[src/rtl/napot_tlb_pkg.sv]
package napot_tlb_pkg;
  localparam int unsigned VPN_SEG_W   = 9;
  localparam int unsigned PT_LEVELS   = 3;
  localparam int unsigned VPN_W       = VPN_SEG_W * PT_LEVELS;
  localparam int unsigned PG_OFF_W    = 12;
  localparam int unsigned VA_W        = VPN_W + PG_OFF_W;
  localparam int unsigned PPN_W       = 44;
  localparam int unsigned PTE_W       = 64;
  localparam int unsigned FLAG_W      = 8;
  localparam int unsigned NAPOT_W     = 4;
  localparam int unsigned PTE_N_BIT   = 63;
  localparam int unsigned PTE_G_BIT   = 5;
  localparam int unsigned PTE_PPN_LSB = 10;
  localparam logic [NAPOT_W-1:0] NAPOT_64K_CODE = 4'b1000;

  typedef struct packed {
    logic [VPN_W-1:0] vpn;
    logic [1:0]       level;
    logic             napot;
    logic [PTE_W-1:0] pte;
  } tlb_entry_t;

  // VPN bits that take part in the compare
  function automatic logic [VPN_W-1:0] care_mask(input logic [1:0] level, input logic napot);
    logic [VPN_W-1:0] m;
    m = '1;
    if (level >= 2'd2)      m[2*VPN_SEG_W-1:0] = '0;
    else if (level == 2'd1) m[VPN_SEG_W-1:0]   = '0;
    else if (napot)         m[NAPOT_W-1:0]     = '0;
    return m;
  endfunction
endpackage

[src/rtl/napot_tlb_match.sv]
module napot_tlb_match
  import napot_tlb_pkg::*;
#(
  parameter int unsigned ASID_W = 16
) (
  input  tlb_entry_t        ent_i,
  input  logic              valid_i,
  input  logic [ASID_W-1:0] ent_asid_i,
  input  logic [VPN_W-1:0]  lk_vpn_i,
  input  logic [ASID_W-1:0] lk_asid_i,
  input  logic [VPN_W-1:0]  fill_vpn_i,
  input  logic [VPN_W-1:0]  fill_mask_i,
  input  logic [ASID_W-1:0] fill_asid_i,
  input  logic              fill_global_i,
  output logic              hit_o,
  output logic [PPN_W-1:0]  ppn_o,
  output logic              overlap_o
);
  logic [VPN_W-1:0] mask;
  logic [PPN_W-1:0] pmask, stored_ppn;
  logic             glob;

  assign mask       = care_mask(ent_i.level, ent_i.napot);
  assign pmask      = {{(PPN_W-VPN_W){1'b1}}, mask};
  assign stored_ppn = ent_i.pte[PTE_PPN_LSB +: PPN_W];
  assign glob       = ent_i.pte[PTE_G_BIT];

  assign hit_o = valid_i && (glob || ent_asid_i == lk_asid_i) &&
                 (((ent_i.vpn ^ lk_vpn_i) & mask) == '0);
  // bits below the page size come from the virtual address
  assign ppn_o = (stored_ppn & pmask) | ({{(PPN_W-VPN_W){1'b0}}, lk_vpn_i} & ~pmask);

  assign overlap_o = valid_i && (glob || fill_global_i || ent_asid_i == fill_asid_i) &&
                     (((ent_i.vpn ^ fill_vpn_i) & mask & fill_mask_i) == '0);
endmodule

[src/rtl/napot_tlb_victim.sv]
module napot_tlb_victim #(
  parameter int unsigned NUM_ENTRIES = 8
) (
  input  logic                   clk_i,
  input  logic                   rst_ni,
  input  logic [NUM_ENTRIES-1:0] valid_i,
  input  logic [NUM_ENTRIES-1:0] overlap_i,
  input  logic                   alloc_i,
  output logic [NUM_ENTRIES-1:0] sel_o
);
  localparam int unsigned IDX_W = (NUM_ENTRIES > 1) ? $clog2(NUM_ENTRIES) : 1;

  logic [IDX_W-1:0] rr_q;
  logic             from_rr;

  always_comb begin
    logic found;
    sel_o   = '0;
    from_rr = 1'b0;
    found   = 1'b0;
    for (int i = 0; i < NUM_ENTRIES; i++) begin
      if (!found && overlap_i[i]) begin
        sel_o[i] = 1'b1;
        found    = 1'b1;
      end
    end
    for (int i = 0; i < NUM_ENTRIES; i++) begin
      if (!found && !valid_i[i]) begin
        sel_o[i] = 1'b1;
        found    = 1'b1;
      end
    end
    if (!found) begin
      sel_o[rr_q] = 1'b1;
      from_rr     = 1'b1;
    end
  end

  always_ff @(posedge clk_i or negedge rst_ni) begin
    if (!rst_ni) rr_q <= '0;
    else if (alloc_i && from_rr)
      rr_q <= (rr_q == IDX_W'(NUM_ENTRIES-1)) ? '0 : rr_q + 1'b1;
  end
endmodule

[src/rtl/napot_tlb.sv]
module napot_tlb
  import napot_tlb_pkg::*;
#(
  parameter int unsigned NUM_ENTRIES = 8,
  parameter int unsigned ASID_W      = 16
) (
  input  logic              clk_i,
  input  logic              rst_ni,
  input  logic              fill_valid_i,
  input  logic [26:0]       fill_vpn_i,
  input  logic [ASID_W-1:0] fill_asid_i,
  input  logic [1:0]        fill_level_i,
  input  logic [63:0]       fill_pte_i,
  output logic              fill_err_o,
  input  logic [38:0]       lookup_vaddr_i,
  input  logic [ASID_W-1:0] lookup_asid_i,
  output logic              lookup_hit_o,
  output logic [43:0]       lookup_ppn_o,
  output logic [7:0]        lookup_flags_o,
  input  logic              flush_i,
  input  logic [ASID_W-1:0] flush_asid_i,
  input  logic              flush_all_i
);
  tlb_entry_t               ent_q  [NUM_ENTRIES];
  logic [ASID_W-1:0]        asid_q [NUM_ENTRIES];
  logic [NUM_ENTRIES-1:0]   valid_q;
  logic [NUM_ENTRIES-1:0]   match_vec, overlap_vec, sel_vec, napot_vec;
  logic [PPN_W-1:0]         ppn_arr [NUM_ENTRIES];
  logic [VPN_W-1:0]         lk_vpn, fill_mask;
  logic                     fill_n, fill_napot, fill_ok, hit_napot;

  assign lk_vpn     = lookup_vaddr_i[VA_W-1:PG_OFF_W];
  assign fill_n     = fill_pte_i[PTE_N_BIT];
  assign fill_err_o = fill_valid_i && fill_n &&
                      (fill_pte_i[PTE_PPN_LSB +: NAPOT_W] != NAPOT_64K_CODE);
  assign fill_napot = fill_n && (fill_level_i == 2'd0);
  assign fill_mask  = care_mask(fill_level_i, fill_napot);
  assign fill_ok    = fill_valid_i && !fill_err_o && !flush_i && !flush_all_i;

  for (genvar g = 0; g < NUM_ENTRIES; g++) begin : g_ent
    napot_tlb_match #(.ASID_W(ASID_W)) u_match (
      .ent_i         (ent_q[g]),
      .valid_i       (valid_q[g]),
      .ent_asid_i    (asid_q[g]),
      .lk_vpn_i      (lk_vpn),
      .lk_asid_i     (lookup_asid_i),
      .fill_vpn_i    (fill_vpn_i),
      .fill_mask_i   (fill_mask),
      .fill_asid_i   (fill_asid_i),
      .fill_global_i (fill_pte_i[PTE_G_BIT]),
      .hit_o         (match_vec[g]),
      .ppn_o         (ppn_arr[g]),
      .overlap_o     (overlap_vec[g])
    );
    assign napot_vec[g] = ent_q[g].napot;
  end

  napot_tlb_victim #(.NUM_ENTRIES(NUM_ENTRIES)) u_victim (
    .clk_i     (clk_i),
    .rst_ni    (rst_ni),
    .valid_i   (valid_q),
    .overlap_i (overlap_vec),
    .alloc_i   (fill_ok),
    .sel_o     (sel_vec)
  );

  // at most one match by construction of fills: OR-mux
  always_comb begin
    lookup_ppn_o   = '0;
    lookup_flags_o = '0;
    for (int i = 0; i < NUM_ENTRIES; i++) begin
      if (match_vec[i]) begin
        lookup_ppn_o   = lookup_ppn_o | ppn_arr[i];
        lookup_flags_o = lookup_flags_o | ent_q[i].pte[FLAG_W-1:0];
      end
    end
  end
  assign lookup_hit_o = |match_vec;
  assign hit_napot    = |(match_vec & napot_vec);

  always_ff @(posedge clk_i or negedge rst_ni) begin
    if (!rst_ni) begin
      valid_q <= '0;
      for (int i = 0; i < NUM_ENTRIES; i++) begin
        ent_q[i]  <= '0;
        asid_q[i] <= '0;
      end
    end else if (flush_all_i) begin
      valid_q <= '0;
    end else if (flush_i) begin
      for (int i = 0; i < NUM_ENTRIES; i++)
        if (valid_q[i] && !ent_q[i].pte[PTE_G_BIT] &&
            (flush_asid_i == '0 || asid_q[i] == flush_asid_i))
          valid_q[i] <= 1'b0;
    end else if (fill_ok) begin
      for (int i = 0; i < NUM_ENTRIES; i++) begin
        if (sel_vec[i]) begin
          valid_q[i]   <= 1'b1;
          ent_q[i]     <= '{vpn: fill_vpn_i, level: fill_level_i, napot: fill_napot, pte: fill_pte_i};
          asid_q[i]    <= fill_asid_i;
        end else if (overlap_vec[i]) begin
          valid_q[i]   <= 1'b0;
        end
      end
    end
  end
endmodule

[config.mk]
export PLATFORM = sky130hd
export DESIGN_NAME = napot_tlb
export DESIGN_NICKNAME = d
export VERILOG_FILES = /design/src/rtl/napot_tlb_pkg.sv /design/src/rtl/napot_tlb_match.sv /design/src/rtl/napot_tlb_victim.sv /design/src/rtl/napot_tlb.sv
export SDC_FILE = /design/constraint.sdc
export NUM_CORES = 2
export LEC_CHECK = 0
export BUFFER_PORTS_ARGS = -buffer_cell sky130_fd_sc_hd__buf_2
export CAP_MARGIN = 10
export CORE_MARGIN = 5
export CORE_UTILIZATION = 55
export CTS_BUF_LIST = sky130_fd_sc_hd__clkbuf_16
export DETAILED_ROUTE_END_ITERATION = 16
export GPL_ROUTABILITY_DRIVEN = 0
export PLACE_DENSITY_LB_ADDON = 0.05
export SETUP_SLACK_MARGIN = 0.5
export SLEW_MARGIN = 40
export SYNTH_ARGS = -nofsm -noshare
export SYNTH_HDL_FRONTEND = slang
export SYNTH_HIERARCHICAL = 1
export SYNTH_SLANG_ARGS = --single-unit
[constraint.sdc]
create_clock -name clk_i -period 8.1 [get_ports clk_i]
set_input_delay 0.405 -clock clk_i [delete_from_list [all_inputs] [get_ports clk_i]]
set_output_delay 0.405 -clock clk_i [all_outputs]
set_load 0.005 [all_outputs]
Yosys cells after proc, flatten, opt, wreduce, memory -nomap -nowiden

Index checks and enable logic that the tools add are counted.

Add/sub/neg operators: 1
$lt $le $gt $ge: 11
Equality and inequality tests: 43
Mux-type cells: 124
Bitwise logic cells: 89
Reduce and logical (&&, ||, !) cells: 181

Operators by type and width:

| kind                                                            | number |
|---|---|
| 44-bit OR                                                       | 15 |
| 27-bit bitwise AND                                              | 24 |
| 27-bit zero test                                                | 16 |
| 27-bit XOR                                                      | 16 |
| 16-bit == test                                                  | 24 |
| 27-bit by 44-bit bitwise AND with 44-bit output                 | 8 |
| 44-bit bitwise AND                                              | 8 |
| 44-bit two-way mux                                              | 8 |
| 44-bit NOT                                                      | 8 |
| 9-bit two-way mux                                               | 18 |
| 8-bit two-way mux                                               | 12 |
| 4-bit two-way mux                                               | 18 |
| 1-bit logical AND                                               | 71 |
| 8-bit OR                                                        | 8 |
| 1-bit two-way mux                                               | 57 |
| 5-bit two-way mux                                               | 9 |
| 1-bit zero test                                                 | 34 |
| 1-bit logical OR                                                | 32 |
| 4-bit AND reduction                                             | 8 |
| 4-bit nonzero test                                              | 8 |
| 3-bit by 1-bit != test with 1-bit output, second input constant | 8 |
| 3-bit AND reduction                                             | 8 |
| 2-bit by 1-bit == test with 1-bit output, second input constant | 9 |
| 2-bit greater-or-equal comparator, second input constant        | 9 |
| other kinds (12)                                                | 13 |

Register bits: 811
Output and inout bits: 54
Word-level logic and storage cells: 498

Depth between registers and ports, before layout

Depth in word-level cells: 60
Mapped depth: 15
Gate-level depth less buffers: 12

Modules after synthesis

The synthesis kept the hierarchy.

Modules (own cells, without submodules):

| module           | instances | cells each | area each (µm²) | sequential area each (µm²) |
|---|---|---|---|---|
| napot_tlb        | 1         | 2459       | 39027.4         | 22221.3 |
| napot_tlb_match  | 8         | 179        | 1472.7          | 0.0 |
| napot_tlb_victim | 1         | 57         | 412.9           | 75.1 |

Worst setup path after synthesis

Ideal clock, no wire load.

Path kind: input -> register
Start point: input fill_level_i[0]
End point: register asid_q[93] in the netlist's numbering
Setup time: 0.125 ns
Arrival time: 4.981 ns
Slack: 2.993 ns
Cell stages on the path: 14
Cells stage by stage: clkbuf_1 -> nor3_1 -> a22oi_1 -> a21boi_0 -> or4_1 -> a2111oi_2 -> or4_4 -> or2_4 -> o41a_1 -> o41ai_1 -> o211ai_4 -> buf_6 -> buf_6 -> mux2_4

Elaborated cells on any way between the ends: 84
Classes of those cells: order compare: 1; eq/ne: 1; mux: 24; bitwise: 9; reduce/logical: 49

RTL lines:

| element                                | line                   | text |
|---|---|---|
| start, declared                        | napot_tlb.sv:12        | `input logic [1:0] fill_level_i,` |
| 2-bit zero test                        | napot_tlb.sv:36        | `assign fill_napot = fill_n && (fill_level_i == 2'd0);` |
| 1-bit logical AND                      | napot_tlb.sv:36        |  |
| 4-bit two-way mux                      | napot_tlb_pkg.sv:29    | `else if (napot) m[NAPOT_W-1:0] = '0;` |
| 4-bit two-way mux                      | napot_tlb_pkg.sv:28    | `else if (level == 2'd1) m[VPN_SEG_W-1:0] = '0;` |
| 9-bit two-way mux *                    | napot_tlb_pkg.sv:27    | `if (level >= 2'd2) m[2*VPN_SEG_W-1:0] = '0;` |
| via fill_mask[0]                       | napot_tlb.sv:29        | `logic [VPN_W-1:0] lk_vpn, fill_mask;` |
| 27-bit bitwise AND *                   | napot_tlb_match.sv:34  | `(((ent_i.vpn ^ fill_vpn_i) & mask & fill_mask_i) == '0);` |
| 27-bit zero test *                     | napot_tlb_match.sv:34  |  |
| (+1 left out)                          | --                     |  |
| via overlap_vec[1]                     | napot_tlb.sv:27        | `logic [NUM_ENTRIES-1:0] match_vec, overlap_vec, sel_vec, napot_vec;` |
| (+39 left out)                         | --                     |  |
| 1-bit logical AND                      | napot_tlb_victim.sv:28 | `if (!found && !valid_i[i]) begin` |
| 1-bit two-way mux                      | napot_tlb_victim.sv:28 |  |
| 1-bit zero test                        | napot_tlb_victim.sv:28 |  |
| 1-bit logical AND                      | napot_tlb_victim.sv:28 |  |
| 1-bit two-way mux                      | napot_tlb_victim.sv:28 |  |
| 8-bit two-way mux *                    | napot_tlb_victim.sv:33 | `if (!found) begin` |
| via sel_vec[2]                         | napot_tlb.sv:27        |  |
| 4-bit AND reduction (no source line) * | --                     |  |
| end signal, assigned by index          | napot_tlb.sv:100       | `asid_q[i] <= fill_asid_i;` |
| end, declared                          | napot_tlb.sv:25        | `logic [ASID_W-1:0] asid_q [NUM_ENTRIES];` |

The timed path passes the listed nets; every way through them passes the cells marked *.
A chain may end at the register's enable or synchronous reset.

Final worst setup path

Start point: register ent_q[273] in the netlist's numbering
End point: register ent_q[393] in the netlist's numbering

Cells in the longest elaborated chain, start to end: 39
Elaborated cells on any way between the ends: 41
Classes of those cells: mux: 13; bitwise: 4; reduce/logical: 24

Ends and longest elaborated chain:

| element                                | line                   | text |
|---|---|---|
| start, declared                        | napot_tlb.sv:24        | `tlb_entry_t ent_q [NUM_ENTRIES];` |
| start signal, assigned by index        | napot_tlb.sv:99        | `ent_q[i] <= '{vpn: fill_vpn_i, level: fill_level_i, napot: fill_napot, pte: fill_pte_i};` |
| 27-bit XOR *                           | napot_tlb_match.sv:34  |  |
| 27-bit bitwise AND * (2 in a row)      | napot_tlb_match.sv:34  |  |
| 27-bit zero test *                     | napot_tlb_match.sv:34  |  |
| 1-bit logical AND *                    | napot_tlb_match.sv:33  | `assign overlap_o = valid_i && (glob \|\| fill_global_i \|\| ent_asid_i == fill_asid_i) &&` |
| via overlap_vec[5]                     | napot_tlb.sv:27        |  |
| 1-bit logical AND *                    | napot_tlb_victim.sv:22 | `if (!found && overlap_i[i]) begin` |
| 1-bit two-way mux *                    | napot_tlb_victim.sv:22 |  |
| 1-bit zero test                        | napot_tlb_victim.sv:22 |  |
| (+24 left out)                         | --                     |  |
| 1-bit logical AND                      | napot_tlb_victim.sv:28 |  |
| 1-bit two-way mux                      | napot_tlb_victim.sv:28 |  |
| 1-bit zero test                        | napot_tlb_victim.sv:28 |  |
| 1-bit logical AND                      | napot_tlb_victim.sv:28 |  |
| 1-bit two-way mux                      | napot_tlb_victim.sv:28 |  |
| 8-bit two-way mux *                    | napot_tlb_victim.sv:33 |  |
| via sel_vec[3]                         | napot_tlb.sv:27        |  |
| 4-bit AND reduction (no source line) * | --                     |  |

Marked as above.

==> impl_results.md <==
- Largest net degree at the start of global routing: ~160
- Worst R2R Path Depth: 13
- # DRC: 0
- Relative slew slack: 34.1%
- RSZ-0062 raised after global routing: no
- CP Launch Point: ent_q[273]
- Post-Synthesis Mean Instance Area: approximately 13 um2
- Pwr per Cell Area: about 190 mW/mm2
- Tcrit/Tclk final: between 60% and 70%
- Antenna viol nets, final: 0
- Fin Hold WS: around 0.074 ns
- DR pass1 iterations: 6
- Critical Path Sink: ent_q[393]
- Dpl hpwl: roughly 90000 um
- Die Area: between 0.09 and 0.1 mm2
- MaxCap Viol Count: 0
- HP Class: input pin to flip-flop
- Worst-Skew Late Latency: 0.67 ns
- VDD IR-drop max: between 0.15 and 0.2 mV
- GRT Residual Overflow: 0
- Final setup viols: 0
- Worst-Margin Slew: between 0.9 and 1 ns
- Clk sink count: approximately 800
- Worst Path Required: between 8 and 9 ns
- WL per Instance: 27.7 um
- Clk slew on worst S/H paths: about 0.060 ns
- Initial antenna violation count: 22
- Root Buffer: clkbuf_16
- TritonCTS clock tree: done
- Initial Util: ~56%
- First-pass GRT wire length: about 210000 um
- Vias in the first global route: about 32k
- Post_cts resized: 0
- Core area: about 0.085 mm2
- R2r setup slk: roughly 2.7 ns
- CTS HTree Levels: 3
- Tmin final: approximately 5.4 ns
- DR vias: 30.8k
- Num CTS Buffers: ~90
- Critical path class: flip-flop to flip-flop
- Final WL: between 100000 and 150000 um
- Number of port buffers: 215
- CP Max Fanout: 40
- All-Layer GR Usage: between 20 and 30%
- Die width: 304 um
- Final hold viol count: 0
- CTS Buffer Depth: 3
- Syn-to-layout area delta: 8.23%
- Synth Instances: 3748
- Share of layout cells above drive strength 1: 35.4%
- Die Span Y: approximately 300 um
- Vias per cell: 6.11
- Total of warnings raised by yosys: 6
- DRT iter0 DRCs: between 2k and 3k
- Achievable Freq: between 0.15 and 0.2 GHz
- Slew Limit Fails: 0
- Nets: around 4.0k
- Outcome: completed
- Boundary Pins: between 200 and 250
- Setup TNS: 0 ns
- FF-to-FF End: ent_q[393]
- Final Skew: around 0.05 ns
- Worst Setup Start Kind: flip-flop
- Crit. End Element: flip-flop
- P_leak: 25.0 nW
- Reg2reg start: ent_q[273]
- CP Data Arrival Time: 5.99 ns
- Mapped cell area: roughly 0.047 mm2
- Row Count: 107
[metrics by stage]
step / worst slack (ns) / util, % / std cells / power (mW) / area [um2]
after floorplan: 3.00 / - / 3819 / 5.44 / 47800
after global routing: 2.54 / 60.2 / 5035 / 10.3 / 51400
after global placement: 2.41 / 56.3 / 4845 / 5.85 / 48100
after CTS: 2.72 / 60.0 / 5021 / 9.98 / 51200
final: 2.66 / 60.2 / 5039 / 9.90 / 51400
after detailed placement: 2.42 / 56.5 / 4851 / 5.91 / 48300
[power breakdown]
part | switching (mW) | internal (mW) | total [mW] | leakage (nW)
combinational | 0.706 | 0.678 | 1.38 | 12.7
clock | 1.76 | 2.28 | 4.03 | 1.51
sequential | 0.253 | 4.23 | 4.48 | 10.8
total | 2.71 | 7.18 | 9.90 | 25.0
[final cells by class]
| class | count | area, um2 |
|---|---|---|
| Antenna cell | 15 | 37.5 |
| Timing Repair Buffer | 277 | 1770 |
| Multi-Input combinational cell | 2632 | 25300 |
| Inverter | 7 | 26.3 |
| Clock buffer | 92 | 2300 |
| Tap cell | 1144 | 1430 |
| Clock inverter | 77 | 636 |
| Sequential cell | 795 | 19900 |
| Fill cell | 6829 | 34000 |
[how the worst min path moves through the flow]
stage,start,endpoint,slack [ns],cells past startpoint
after floorplan,rst_ni,asid_q[0],0.11,0
after global placement,ent_q[111],ent_q[111],0.48,1
after detailed placement,ent_q[205],ent_q[205],0.49,1
after CTS,fill_pte_i[2],ent_q[96],0.03,2
after global routing,fill_pte_i[2],ent_q[472],0.05,2
final,fill_pte_i[2],ent_q[472],0.07,2
[timing repair]
item,CTS,global route
hold buffers,1,0
buffers inserted,0,0
hold endpoints to repair,86,0
[registers in the layout, summed over array words and instances (netlist names)]
register	cells
asid_q	128
ent_q	656
u_victim/rr_q	3
valid_q	8
[critical path: stages (launching register included)]
cell	delay, ns
dfrtp_1	0.41
xor2_1	0.17
a21boi_0	0.43
nand4_1	0.30
or4_1	0.57
a2111oi_2	0.71
or3_1	0.33
nor2_1	0.13
nand3_1	0.16
o41ai_1	0.15
o211ai_4	0.11
buf_4	0.63
buf_4	0.76
mux2_2	0.42
[cells in the final DEF (no fill, tap or decap), types with 9 or more instances in the layout]
| cell type | count |
|---|---|
| nor2_1 | 12 |
| nand3_1 | 12 |
| inv_1 | 23 |
| a31oi_1 | 16 |
| xnor2_1 | 376 |
| xor2_1 | 440 |
| clkbuf_16 | 92 |
| dfrtp_1 | 794 |
| mux2_2 | 476 |
| mux2_4 | 439 |
| nand3b_1 | 16 |
| nor3_1 | 12 |
| o21ai_0 | 36 |
| buf_4 | 37 |
| buf_6 | 11 |
| diode_2 | 15 |
| nor4_1 | 75 |
| clkinv_1 | 23 |
| a22oi_1 | 296 |
| conb_1 | 72 |
| buf_2 | 214 |
| clkinv_2 | 20 |
| a21oi_1 | 18 |
| a2111oi_0 | 9 |
| nand4_1 | 157 |
| nand2_1 | 47 |
| nand2b_1 | 10 |
| a21boi_0 | 16 |
[per-layer routing]
layer / up-vias / track usage, % / wire length (um)
met1: 16000 / 39.4 / 59300
li1: 13500 / - / -
met5: - / 0 / 103
met3: 306 / 5.19 / 8070
met4: 14 / 9.90 / 4900
met2: 1004 / 48.5 / 67100
Note: power is estimated with default switching activity, not from simulation.
